==> src/rtl/canctl_pkg.sv <==
package canctl_pkg;

  localparam int unsigned CTL_W = 8;

  // Bit positions of the control byte (read by software, so fixed)
  localparam int unsigned B_RXFRM    = 7;
  localparam int unsigned B_RXBUSY   = 6;
  localparam int unsigned B_STOPWAIT = 5;
  localparam int unsigned B_SYNC     = 4;
  localparam int unsigned B_TMREN    = 3;
  localparam int unsigned B_WAKEEN   = 2;
  localparam int unsigned B_SLPREQ   = 1;
  localparam int unsigned B_INITREQ  = 0;

  typedef struct packed {
    logic stop_wait;
    logic wake_en;
    logic slp_req;
    logic init_req;
  } ctl_cfg_t;

  localparam ctl_cfg_t CFG_RST = '{stop_wait: 1'b0, wake_en: 1'b0,
                                   slp_req: 1'b0, init_req: 1'b1};

endpackage

==> src/rtl/canctl_cfgbits.sv <==
module canctl_cfgbits
  import canctl_pkg::*;
(
  input  logic             clk,
  input  logic             rst_n,
  input  logic             wr_i,
  input  logic [CTL_W-1:0] wdata_i,
  output ctl_cfg_t         cfg_o,
  output logic             tmr_en_o,
  output logic             tmr_en_nx_o,
  output logic             wr_open_o
);

  ctl_cfg_t cfg_q, cfg_d;
  logic     ten_q, ten_d;
  logic     open_w;
  logic     cfg_ce;

  // Next state: the byte is open to writes only outside init mode,
  // except the init request itself.
  always_comb begin
    open_w = wr_i & ~cfg_q.init_req;
    cfg_ce = wr_i;
    cfg_d  = cfg_q;
    ten_d  = ten_q;
    if (open_w) begin
      cfg_d.stop_wait = wdata_i[B_STOPWAIT];
      cfg_d.wake_en   = wdata_i[B_WAKEEN];
      cfg_d.slp_req   = wdata_i[B_SLPREQ];
      ten_d           = wdata_i[B_TMREN];
    end
    if (wr_i) begin
      cfg_d.init_req = wdata_i[B_INITREQ];
    end
    // Timer enable is held low during init mode and on entry to it
    if (cfg_q.init_req || cfg_d.init_req) begin
      ten_d = 1'b0;
    end
  end

  always_ff @(posedge clk or negedge rst_n) begin
    if (!rst_n) begin
      cfg_q <= CFG_RST;
      ten_q <= 1'b0;
    end else if (cfg_ce) begin
      cfg_q <= cfg_d;
      ten_q <= ten_d;
    end
  end

  assign cfg_o       = cfg_q;
  assign tmr_en_o    = ten_q;
  assign tmr_en_nx_o = cfg_ce ? ten_d : ten_q;
  assign wr_open_o   = open_w;

endmodule

==> src/rtl/canctl_rxflag.sv <==
module canctl_rxflag (
  input  logic clk,
  input  logic rst_n,
  input  logic set_i,
  input  logic clr_i,
  output logic flag_o
);

  logic flag_q, flag_d, flag_ce;

  // A set in the same cycle as a clear wins: no reception is lost
  always_comb begin
    flag_ce = set_i | clr_i;
    flag_d  = set_i ? 1'b1 : 1'b0;
  end

  always_ff @(posedge clk or negedge rst_n) begin
    if (!rst_n) begin
      flag_q <= 1'b0;
    end else if (flag_ce) begin
      flag_q <= flag_d;
    end
  end

  assign flag_o = flag_q;

endmodule

==> src/rtl/canctl_stamp_timer.sv <==
module canctl_stamp_timer #(
  parameter int unsigned TS_W   = 16,
  parameter int unsigned BUF_AW = 4
) (
  input  logic              clk,
  input  logic              rst_n,
  input  logic              en_i,
  input  logic              en_nx_i,
  input  logic              tick_i,
  input  logic              eof_i,
  output logic [TS_W-1:0]   timer_o,
  output logic [TS_W-1:0]   stamp_o,
  output logic              stamp_wr_o,
  output logic [BUF_AW-1:0] stamp_addr_o
);

  // High byte of the stamp sits two below the top of the buffer
  localparam int unsigned    TOP_OFS = (1 << BUF_AW) - 2;
  localparam logic [BUF_AW-1:0] HI_OFS = TOP_OFS[BUF_AW-1:0];

  logic [TS_W-1:0]   tmr_q, tmr_d;
  logic              tmr_ce;
  logic [TS_W-1:0]   stamp_q, stamp_d;
  logic              swr_q, swr_d;
  logic [BUF_AW-1:0] sadr_q, sadr_d;
  logic              cap;

  always_comb begin
    tmr_ce = tick_i | ~en_nx_i;
    if (!en_nx_i) begin
      tmr_d = '0;
    end else begin
      tmr_d = tmr_q + 1'b1;
    end
  end

  always_comb begin
    cap     = eof_i & en_i;
    swr_d   = cap;
    stamp_d = cap ? tmr_q : stamp_q;
    sadr_d  = cap ? HI_OFS : '0;
  end

  always_ff @(posedge clk or negedge rst_n) begin
    if (!rst_n) begin
      tmr_q <= '0;
    end else if (tmr_ce) begin
      tmr_q <= tmr_d;
    end
  end

  always_ff @(posedge clk or negedge rst_n) begin
    if (!rst_n) begin
      stamp_q <= '0;
      swr_q   <= 1'b0;
      sadr_q  <= '0;
    end else begin
      stamp_q <= stamp_d;
      swr_q   <= swr_d;
      sadr_q  <= sadr_d;
    end
  end

  assign timer_o      = tmr_q;
  assign stamp_o      = stamp_q;
  assign stamp_wr_o   = swr_q;
  assign stamp_addr_o = sadr_q;

endmodule

==> src/rtl/canctl_tstamp.sv <==
module canctl_tstamp
  import canctl_pkg::*;
#(
  parameter int unsigned TS_W   = 16,
  parameter int unsigned BUF_AW = 4
) (
  input  logic              clk,
  input  logic              rst_n,
  input  logic              reg_wr_i,
  input  logic [CTL_W-1:0]  reg_wdata_i,
  output logic [CTL_W-1:0]  reg_rdata_o,
  output logic              init_mode_o,
  input  logic              rx_busy_i,
  input  logic              bus_sync_i,
  input  logic              frame_ok_i,
  input  logic              eof_i,
  input  logic              bit_tick_i,
  output logic [TS_W-1:0]   timer_o,
  output logic [TS_W-1:0]   stamp_o,
  output logic              stamp_wr_o,
  output logic [BUF_AW-1:0] stamp_addr_o
);

  ctl_cfg_t cfg;
  logic     ten, ten_nx, wr_open;
  logic     rxfrm;

  canctl_cfgbits u_cfg (
    .clk         (clk),
    .rst_n       (rst_n),
    .wr_i        (reg_wr_i),
    .wdata_i     (reg_wdata_i),
    .cfg_o       (cfg),
    .tmr_en_o    (ten),
    .tmr_en_nx_o (ten_nx),
    .wr_open_o   (wr_open)
  );

  canctl_rxflag u_flag (
    .clk    (clk),
    .rst_n  (rst_n),
    .set_i  (frame_ok_i),
    .clr_i  (wr_open & reg_wdata_i[B_RXFRM]),
    .flag_o (rxfrm)
  );

  canctl_stamp_timer #(
    .TS_W   (TS_W),
    .BUF_AW (BUF_AW)
  ) u_tmr (
    .clk          (clk),
    .rst_n        (rst_n),
    .en_i         (ten),
    .en_nx_i      (ten_nx),
    .tick_i       (bit_tick_i),
    .eof_i        (eof_i),
    .timer_o      (timer_o),
    .stamp_o      (stamp_o),
    .stamp_wr_o   (stamp_wr_o),
    .stamp_addr_o (stamp_addr_o)
  );

  always_comb begin
    reg_rdata_o             = '0;
    reg_rdata_o[B_RXFRM]    = rxfrm;
    reg_rdata_o[B_RXBUSY]   = rx_busy_i;
    reg_rdata_o[B_STOPWAIT] = cfg.stop_wait;
    reg_rdata_o[B_SYNC]     = bus_sync_i;
    reg_rdata_o[B_TMREN]    = ten;
    reg_rdata_o[B_WAKEEN]   = cfg.wake_en;
    reg_rdata_o[B_SLPREQ]   = cfg.slp_req;
    reg_rdata_o[B_INITREQ]  = cfg.init_req;
  end

  assign init_mode_o = cfg.init_req;

endmodule

==> config.mk <==
export PLATFORM = sky130hd
export DESIGN_NAME = canctl_tstamp
export DESIGN_NICKNAME = d
export VERILOG_FILES = /design/src/rtl/canctl_pkg.sv /design/src/rtl/canctl_cfgbits.sv /design/src/rtl/canctl_rxflag.sv /design/src/rtl/canctl_stamp_timer.sv /design/src/rtl/canctl_tstamp.sv
export SDC_FILE = /design/constraint.sdc
export NUM_CORES = 1
export LEC_CHECK = 0
export BUFFER_PORTS_ARGS = -buffer_cell sky130_fd_sc_hd__buf_4
export CAP_MARGIN = 20
export CORE_UTILIZATION = 52
export DETAILED_ROUTE_END_ITERATION = 10
export PLACE_DENSITY = 0.91
export SLEW_MARGIN = 15
export SYNTH_ARGS = -nofsm -noshare
export SYNTH_HDL_FRONTEND = slang
export SYNTH_SLANG_ARGS = --single-unit
==> constraint.sdc <==
create_clock -name clk -period 4.1 [get_ports clk]
set_input_delay 1.025 -clock clk [delete_from_list [all_inputs] [get_ports clk]]
set_output_delay 1.025 -clock clk [all_outputs]
set_load 0.03 [all_outputs]
==> results of run 1 <==
registers in the layout (all words and copies together) (netlist names):
name and cells:
u_cfg.cfg_o 4, u_cfg.tmr_en_o 1, u_flag.flag_o 1, u_tmr.stamp_addr_o 1, u_tmr.stamp_o 16, u_tmr.timer_o 16
how the worst max path moves through the flow:
stage                from  slack (ns)           endpoint  depth (start not counted)
2_1_floorplan  bit_tick_i        1.58  u_tmr.timer_o[15]                          6
3_3_place_gp   bit_tick_i        1.51  u_tmr.timer_o[15]                          5
3_5_place_dp   bit_tick_i        1.49  u_tmr.timer_o[15]                          5
4_1_cts        bit_tick_i        1.88  u_tmr.timer_o[15]                          5
5_1_grt        bit_tick_i        1.81  u_tmr.timer_o[15]                          5
6_report       bit_tick_i        1.85  u_tmr.timer_o[15]                          5
layout make-up:
class | count | area share, %
multi-input cells | 89 | 28.5
clock buffers | 8 | 2.30
well taps | 44 | 2.60
repair buffers | 55 | 19.5
inverters | 6 | 1.06
flip-flops and latches | 39 | 46.1
placed cells by master, fill, tap and decap left out, types with 3 or more instances in the layout:
cell type  instances
inv_1              6
a21oi_1            5
or3_1              5
clkbuf_1           3
xnor2_1            8
mux2_2            16
buf_4             55
nor3_1             3
clkbuf_4           5
dfrtp_1           38
nand4_1            3
nand2_1           12
nor2_1            11
o21ai_0            8
per-layer routing:
layer  vias to the layer above  track usage [%]  part of all wire [%]
met2                        54             36.4                    53
met1                       602             22.0                    40
met5                         -                0                     0
met3                         4             6.55                   5.5
met4                         0             12.2                   1.6
li1                        586                -                     -
worst register-to-register path, cell delays in order, from the launching register on:
cell	delay, ns
dfrtp_1	0.45
nand3_1	0.18
or4_1	0.63
or4_1	0.51
a21oi_1	0.15
through the flow:
| step | std cells | hold slack [ns] |
|---|---|---|
| CTS | 241 | 0.500 |
| finish | 241 | 0.493 |
| global route | 241 | 0.521 |
| detailed placement | 233 | 0.474 |
| floorplan | 148 | 0.450 |
| global placement | 233 | 0.463 |
power groups by stage:
stage               Clock (mW)  Sequential, mW  Combinational, mW
floorplan                    0           0.428             0.0396
global placement             0           0.409             0.0864
detailed placement           0           0.410             0.0884
CTS                      0.195           0.403             0.0884
global route             0.206           0.404             0.0928
finish                   0.185           0.403             0.0871
cell families after synthesis:
| logic type | after synthesis | synth area share (%) |
|---|---|---|
| AND/OR/NAND/NOR | 44 | 12.9 |
| buffers and inverters | 20 | 6.93 |
| XOR/XNOR | 10 | 5.16 |
| AO/OA/AOI/OAI | 15 | 4.72 |
| flip-flops | 39 | 57.6 |
| adder cells (fa/ha/maj) | 1 | 0.737 |
| other | 1 | 0.221 |
| multiplexers | 18 | 11.8 |
==> qor.csv, run 1 <==
stage,metric,value,unit
pwr,finalPower,675,uW
timing,grt_setup_unrepaired,no,
clocking,cts-root-buf,clkbuf_4,
synthesis,synthesis.nets,165,
synthesis,seq_area_frac_synth,57.6,%
layout,design_area,2120,sq um
floorplanning,design.die.area,3500,sq um
global_route,antenna_found_initial,0,
timing,tightest_slew,0.779,ns
clocking,clk_latency,0.35,ns
clocking,hold_buffers,0,
synthesis,synth_top_area_share,56.0,%
timing,setup_viol,0,
setup_path,crit-reg2reg-launch,u_tmr.timer_o[6],
synthesis,avgSynthCellArea,11.5,sq um
floorplanning,core_area,3080,sq um
layout,antenna_cells,0,
global_route,grt_use_total,20.8,%
clocking,cts_setup_buffers,0,
layout,drive_gt1_share,40.1,%
pwr,comb_power_share,12.9,%
timing,setup_ws,1.85,ns
synthesis,ys_ff_latch,39,
placement,portBuffers,54,
setup_path,cp_common_cell,or4_1,
setup_path,max_stage_delay,0.64,ns
setup_path,reg2reg_setup_slack,2.13,ns
global_route,grt_pass1_vias,1226,
layout,nNetsFinal,213,
setup_path,worst_ep_required_time,4.38,ns
clocking,cts_made_buffers,5,
layout,n_fill_cell,245,
route,avgRoutedWirePerCell,13.8,um
timing,hold_viol_final,0,
synthesis,synth-edff-count,0,
route,drc,0,
status,outcome,finished clean,
floorplanning,start_util,55.2,%
synthesis,async_flop_share,100,%
pwr,power.density,318,nW/um^2
route,drtAntennaViolNets,0,
pwr,peakVddDrop,0.207,mV
pwr,netSwitchingFraction,26.1,%
clocking,cts_max_path_buffers,2,
hold_path,worstHoldPathType,reg2reg,
clocking,cts.sinks,39,
timing,clock_skew,0.0175,ns
setup_path,crit_fanout,7,
global_route,grt_overflow,0,
timing,period_minus_slack,2.25,ns
setup_path,arrival,2.54,ns
synthesis,synth.distinct_cells,29,
pwr,seqPwrFrac,59.7,%
synthesis,synth_top_cell_by_area,dfrtp_1,
setup_path,critPathSlowestCell,or4_1,
hold_path,min_to,u_tmr.stamp_o[4],
route,via_count,1246,
synthesis,syn_inst,148,
floorplanning,io_pins,62,
placement,place_congestion,0.740,
pwr,p_int,498,uW
setup_path,rr_worst_depth,4,
clocking,clk_pin_slew_worst_paths,0.11,ns
clocking,cts_tree,built,
synthesis,ys_warn_count,0,
setup_path,startpoint_type,input port,
layout,multi_input_area,603,sq um
global_route,grt_pass1_wl,5.15,mm
setup_path,cp-end-kind,flop,
timing,maxSlewHeadroom,48.0,%
route,drt-total-wl,3.34,mm
synthesis,syn_area,1700,sq um
run,drv_cap,0,
floorplanning,core.rowCount,20,
setup_path,path_cells,"buf_4, nand3_2, or4_1, or4_1, a21oi_1",
floorplanning,die_w,59.1,um
timing,setup_tns,0,ns
route,first_iter_violations,27,
setup_path,cp_top_family,simple AND/OR/NAND/NOR gates,
placement,place_ws,1.49,ns
global_route,grt_max_degree,40,
synthesis,synth-main-ff-cell,dfrtp_1,
floorplanning,die_h,59.1,um
synthesis,synth_commonest_cells,"38 x dfrtp_1, 16 x mux2_2, 12 x nand2_1",
clocking,cts_max_level,2,
layout,syn_to_final_growth,24.8,%
hold_path,hold_depth,2,
setup_path,worstReg2RegEnd,u_tmr.timer_o[15],
synthesis,synth_most_common_cell,dfrtp_1,
timing,fmax,443,MHz
timing,finalMaxSlewViolations,0,
synthesis,synthTopCellsByArea,"dfrtp_1 56%, mux2_2 11%, xnor2_1 4.1%, buf_4 4.0%, nand2_1 2.7%",
route,dr.pass1.iters,4,
layout,regArea,977,sq um
hold_path,hp-start,u_tmr.stamp_o[4],
pwr,p_clk_share,27.4,%
setup_path,cp_num_buf_inv,1,
clocking,cts_resized,0,
setup_path,worst-setup-path-type,in2reg,
layout,final_util,68.9,%
placement,placed_area,2070,sq um
pwr,leakage,1.02,nW
pwr,p_sw,176,uW
route,via_per_inst,5.17,
placement,dpl.hpwl,2.43,mm
timing,min_period_over_period,55.0,%
Note: power is estimated with default switching activity, not from simulation.
==> run 2, diff against run 1 <==
--- a/config.mk
+++ b/config.mk
@@ -7,9 +7,9 @@
 export LEC_CHECK = 0
 export BUFFER_PORTS_ARGS = -buffer_cell sky130_fd_sc_hd__buf_4
 export CAP_MARGIN = 20
-export CORE_UTILIZATION = 52
+export CORE_UTILIZATION = 44
 export DETAILED_ROUTE_END_ITERATION = 10
-export PLACE_DENSITY = 0.91
+export PLACE_DENSITY = 0.83
 export SLEW_MARGIN = 15
 export SYNTH_ARGS = -nofsm -noshare
 export SYNTH_HDL_FRONTEND = slang
==> constraint.sdc (replaced) <==
create_clock -name clk -period 1.95 [get_ports clk]
set_input_delay 0.4875 -clock clk [delete_from_list [all_inputs] [get_ports clk]]
set_output_delay 0.4875 -clock clk [all_outputs]
set_load 0.03 [all_outputs]
==> run 2 against run 1 <==
Compared with the run above:
- register-to-register slack lost 2.0 ns
- utilization is 9.2 points lower
- clock skew down 0.0095 ns
- sequential share of layout area fell by 1.3 points
- die area increased by 18%
- critical path type is now reg2reg
==> qor.csv, run 2 (synthesis gave the netlist of run 1 again) <==
stage,metric,value,unit,change
clocking,cts_max_path_buffers,2,,unchanged
clocking,cts-root-buf,clkbuf_8,,
timing,setup_ws,0.0918,ns,-1.75 ns
pwr,p_int,1.16,mW,+130%
route,first_iter_violations,44,,+63%
pwr,p_sw,381,uW,+120%
floorplanning,core.rowCount,22,,+10%
setup_path,cp_common_cell,or4_1,,
pwr,leakage,1.05,nW,+2.2%
setup_path,startpoint_type,flop,,
clocking,cts_made_buffers,5,,unchanged
setup_path,rr_worst_depth,4,,unchanged
setup_path,reg2reg_setup_slack,0.09,ns,-2.04 ns
timing,min_period_over_period,95.3,%,
setup_path,max_stage_delay,0.66,ns,+0.02 ns
setup_path,arrival,2.07,ns,-0.47 ns
layout,syn_to_final_growth,29.7,%,
layout,final_cell_mix,"60 x buf_4, 31 x dfrtp_1, 16 x mux2_2",,
timing,finalMaxSlewViolations,0,,unchanged
setup_path,worst_ep_required_time,2.16,ns,-2.22 ns
pwr,netSwitchingFraction,24.7,%,-1.4 points
global_route,antenna_found_initial,0,,unchanged
setup_path,setup.worst_path.end,u_tmr.timer_o[15],,
floorplanning,io_pins,62,,unchanged
global_route,grt_pass1_vias,1225,,-0.082%
timing,setup_viol,0,,unchanged
route,drtAntennaViolNets,0,,unchanged
clocking,cts_setup_buffers,0,,unchanged
status,outcome,finished clean,,
route,avgRoutedWirePerCell,12.5,um,-10%
hold_path,worstHoldPathType,in2async,,
run,drv_cap,0,,unchanged
layout,drive_gt1_share,45.0,%,+4.9 points
floorplanning,core_area,3690,sq um,+20%
placement,place_ws,-0.0387,ns,-1.53 ns
layout,final_common_cell,buf_4,,
placement,portBuffers,54,,unchanged
pwr,seqPwrFrac,54.9,%,-4.8 points
layout,regArea,986,sq um,+0.90%
floorplanning,design.die.area,4110,sq um,+18%
clocking,cts.sinks,39,,unchanged
setup_path,worstReg2RegEnd,u_tmr.timer_o[15],,
clocking,cts_tree,built,,
timing,period_minus_slack,1.86,ns,
route,dr.pass1.iters,4,,unchanged
pwr,power.density,700,nW/um^2,+120%
global_route,grt_pass1_wl,5.55,mm,+7.6%
floorplanning,die_h,64.1,um,+8.4%
layout,nNetsFinal,218,,+2.3%
floorplanning,start_util,46.0,%,-9.1 points
setup_path,crit_fanout,7,,unchanged
layout,antenna_cells,0,,unchanged
timing,fmax,538,MHz,
layout,multi_input_area,603,sq um,unchanged
setup_path,cp-end-kind,flop,,
layout,fin_cells,250,,+3.7%
layout,n_fill_cell,337,,+38%
pwr,comb_power_share,12.0,%,-0.9 points
clocking,hold_buffers,0,,unchanged
setup_path,worst-setup-path-type,reg2reg,,
placement,place_congestion,0.780,,+5.5%
clocking,cts_max_level,2,,unchanged
global_route,grt_overflow,0,,unchanged
setup_path,critPathSlowestCell,or4_1,,
timing,grt_setup_unrepaired,no,,
timing,clock_skew,0.00800,ns,-0.00946 ns
floorplanning,die_w,64.1,um,+8.4%
clocking,clk_latency,0.29,ns,-0.06 ns
global_route,grt_max_degree,40,,unchanged
route,drc,0,,unchanged
pwr,p_clk_share,33.1,%,+5.7 points
route,via_per_inst,5.05,,-2.4%
pwr,finalPower,1.54,mW,+130%
setup_path,path_cells,"nand3_2, or4_1, or4_1, a21oi_1",,
setup_path,crit-reg2reg-launch,u_tmr.timer_o[0],,
pwr,peakVddDrop,0.453,mV,+120%
clocking,cts_resized,0,,unchanged
route,drt-total-wl,3.12,mm,-6.6%
timing,hold_viol_final,0,,unchanged
route,via_count,1262,,+1.3%
placement,dpl.hpwl,2.23,mm,-8.3%
setup_path,crit_path_start,u_tmr.timer_o[0],,
global_route,grt_use_total,17.9,%,-3.0 points
placement,placed_cells,242,,+3.9%
clocking,clk_pin_slew_worst_paths,0.07,ns,-0.04 ns
timing,holdWs,0.157,ns,-0.336 ns
run 2: cell types whose count changed in the layout (fill, tap and decap cells not counted), sizes merged:
| cell | previous run | this run |
|---|---|---|
| buf | 55 | 60 |
run 2: how the worst min path moves through the flow:
stage	slack, ns	startpoint	cells past startpoint	end
after floorplan	0.19	rst_n	0	u_cfg.cfg_o[1]
after global placement	0.46	u_flag.flag_o	1	u_flag.flag_o
after detailed placement	0.47	u_flag.flag_o	1	u_flag.flag_o
after CTS	0.16	rst_n	1	u_tmr.stamp_o[6]
after global routing	0.19	rst_n	1	u_tmr.stamp_o[3]
final	0.16	rst_n	1	u_tmr.stamp_o[6]
run 2: power by group through the flow:
| stage | registers [mW] | clock network, mW | logic (mW) |
|---|---|---|---|
| 5_1_grt | 0.849 | 0.578 | 0.198 |
| 3_3_place_gp | 0.861 | 0 | 0.186 |
| 3_5_place_dp | 0.863 | 0 | 0.188 |
| 6_report | 0.847 | 0.510 | 0.184 |
| 2_1_floorplan | 0.900 | 0 | 0.0841 |
| 4_1_cts | 0.847 | 0.536 | 0.187 |
run 2: critical path: cells and delay by family (launching register included):
family	cells	cell delay (ns)
AOI/OAI and AO/OA	1	0.14
DFF	1	0.44
and+or+nand+nor	3	1.20
run 2: through the flow:
stage | setup TNS [ns] | instance area (sq um) | utilization [%]
after floorplan | 0 | 1720 | -
after global placement | 0 | 2120 | 57.5
after detailed placement | -0.0387 | 2120 | 57.5
after CTS | 0 | 2200 | 59.7
after global routing | 0 | 2200 | 59.7
final | 0 | 2200 | 59.7
run 2: routing by layer:
layer	track usage (%)	up-vias	wire [um]
met4	7.50	0	41
met2	29.4	51	1480
li1	-	600	-
met5	0	-	0
met1	21.5	608	1370
met3	5.89	3	228
run 2: layout make-up:
| cell class | instances | area share (%) |
|---|---|---|
| timing repair buffer | 60 | 20.5 |
| sequential | 39 | 44.8 |
| tap | 48 | 2.73 |
| multi-input combinational | 89 | 27.4 |
| inverter | 6 | 1.02 |
| clock buffer | 8 | 3.64 |
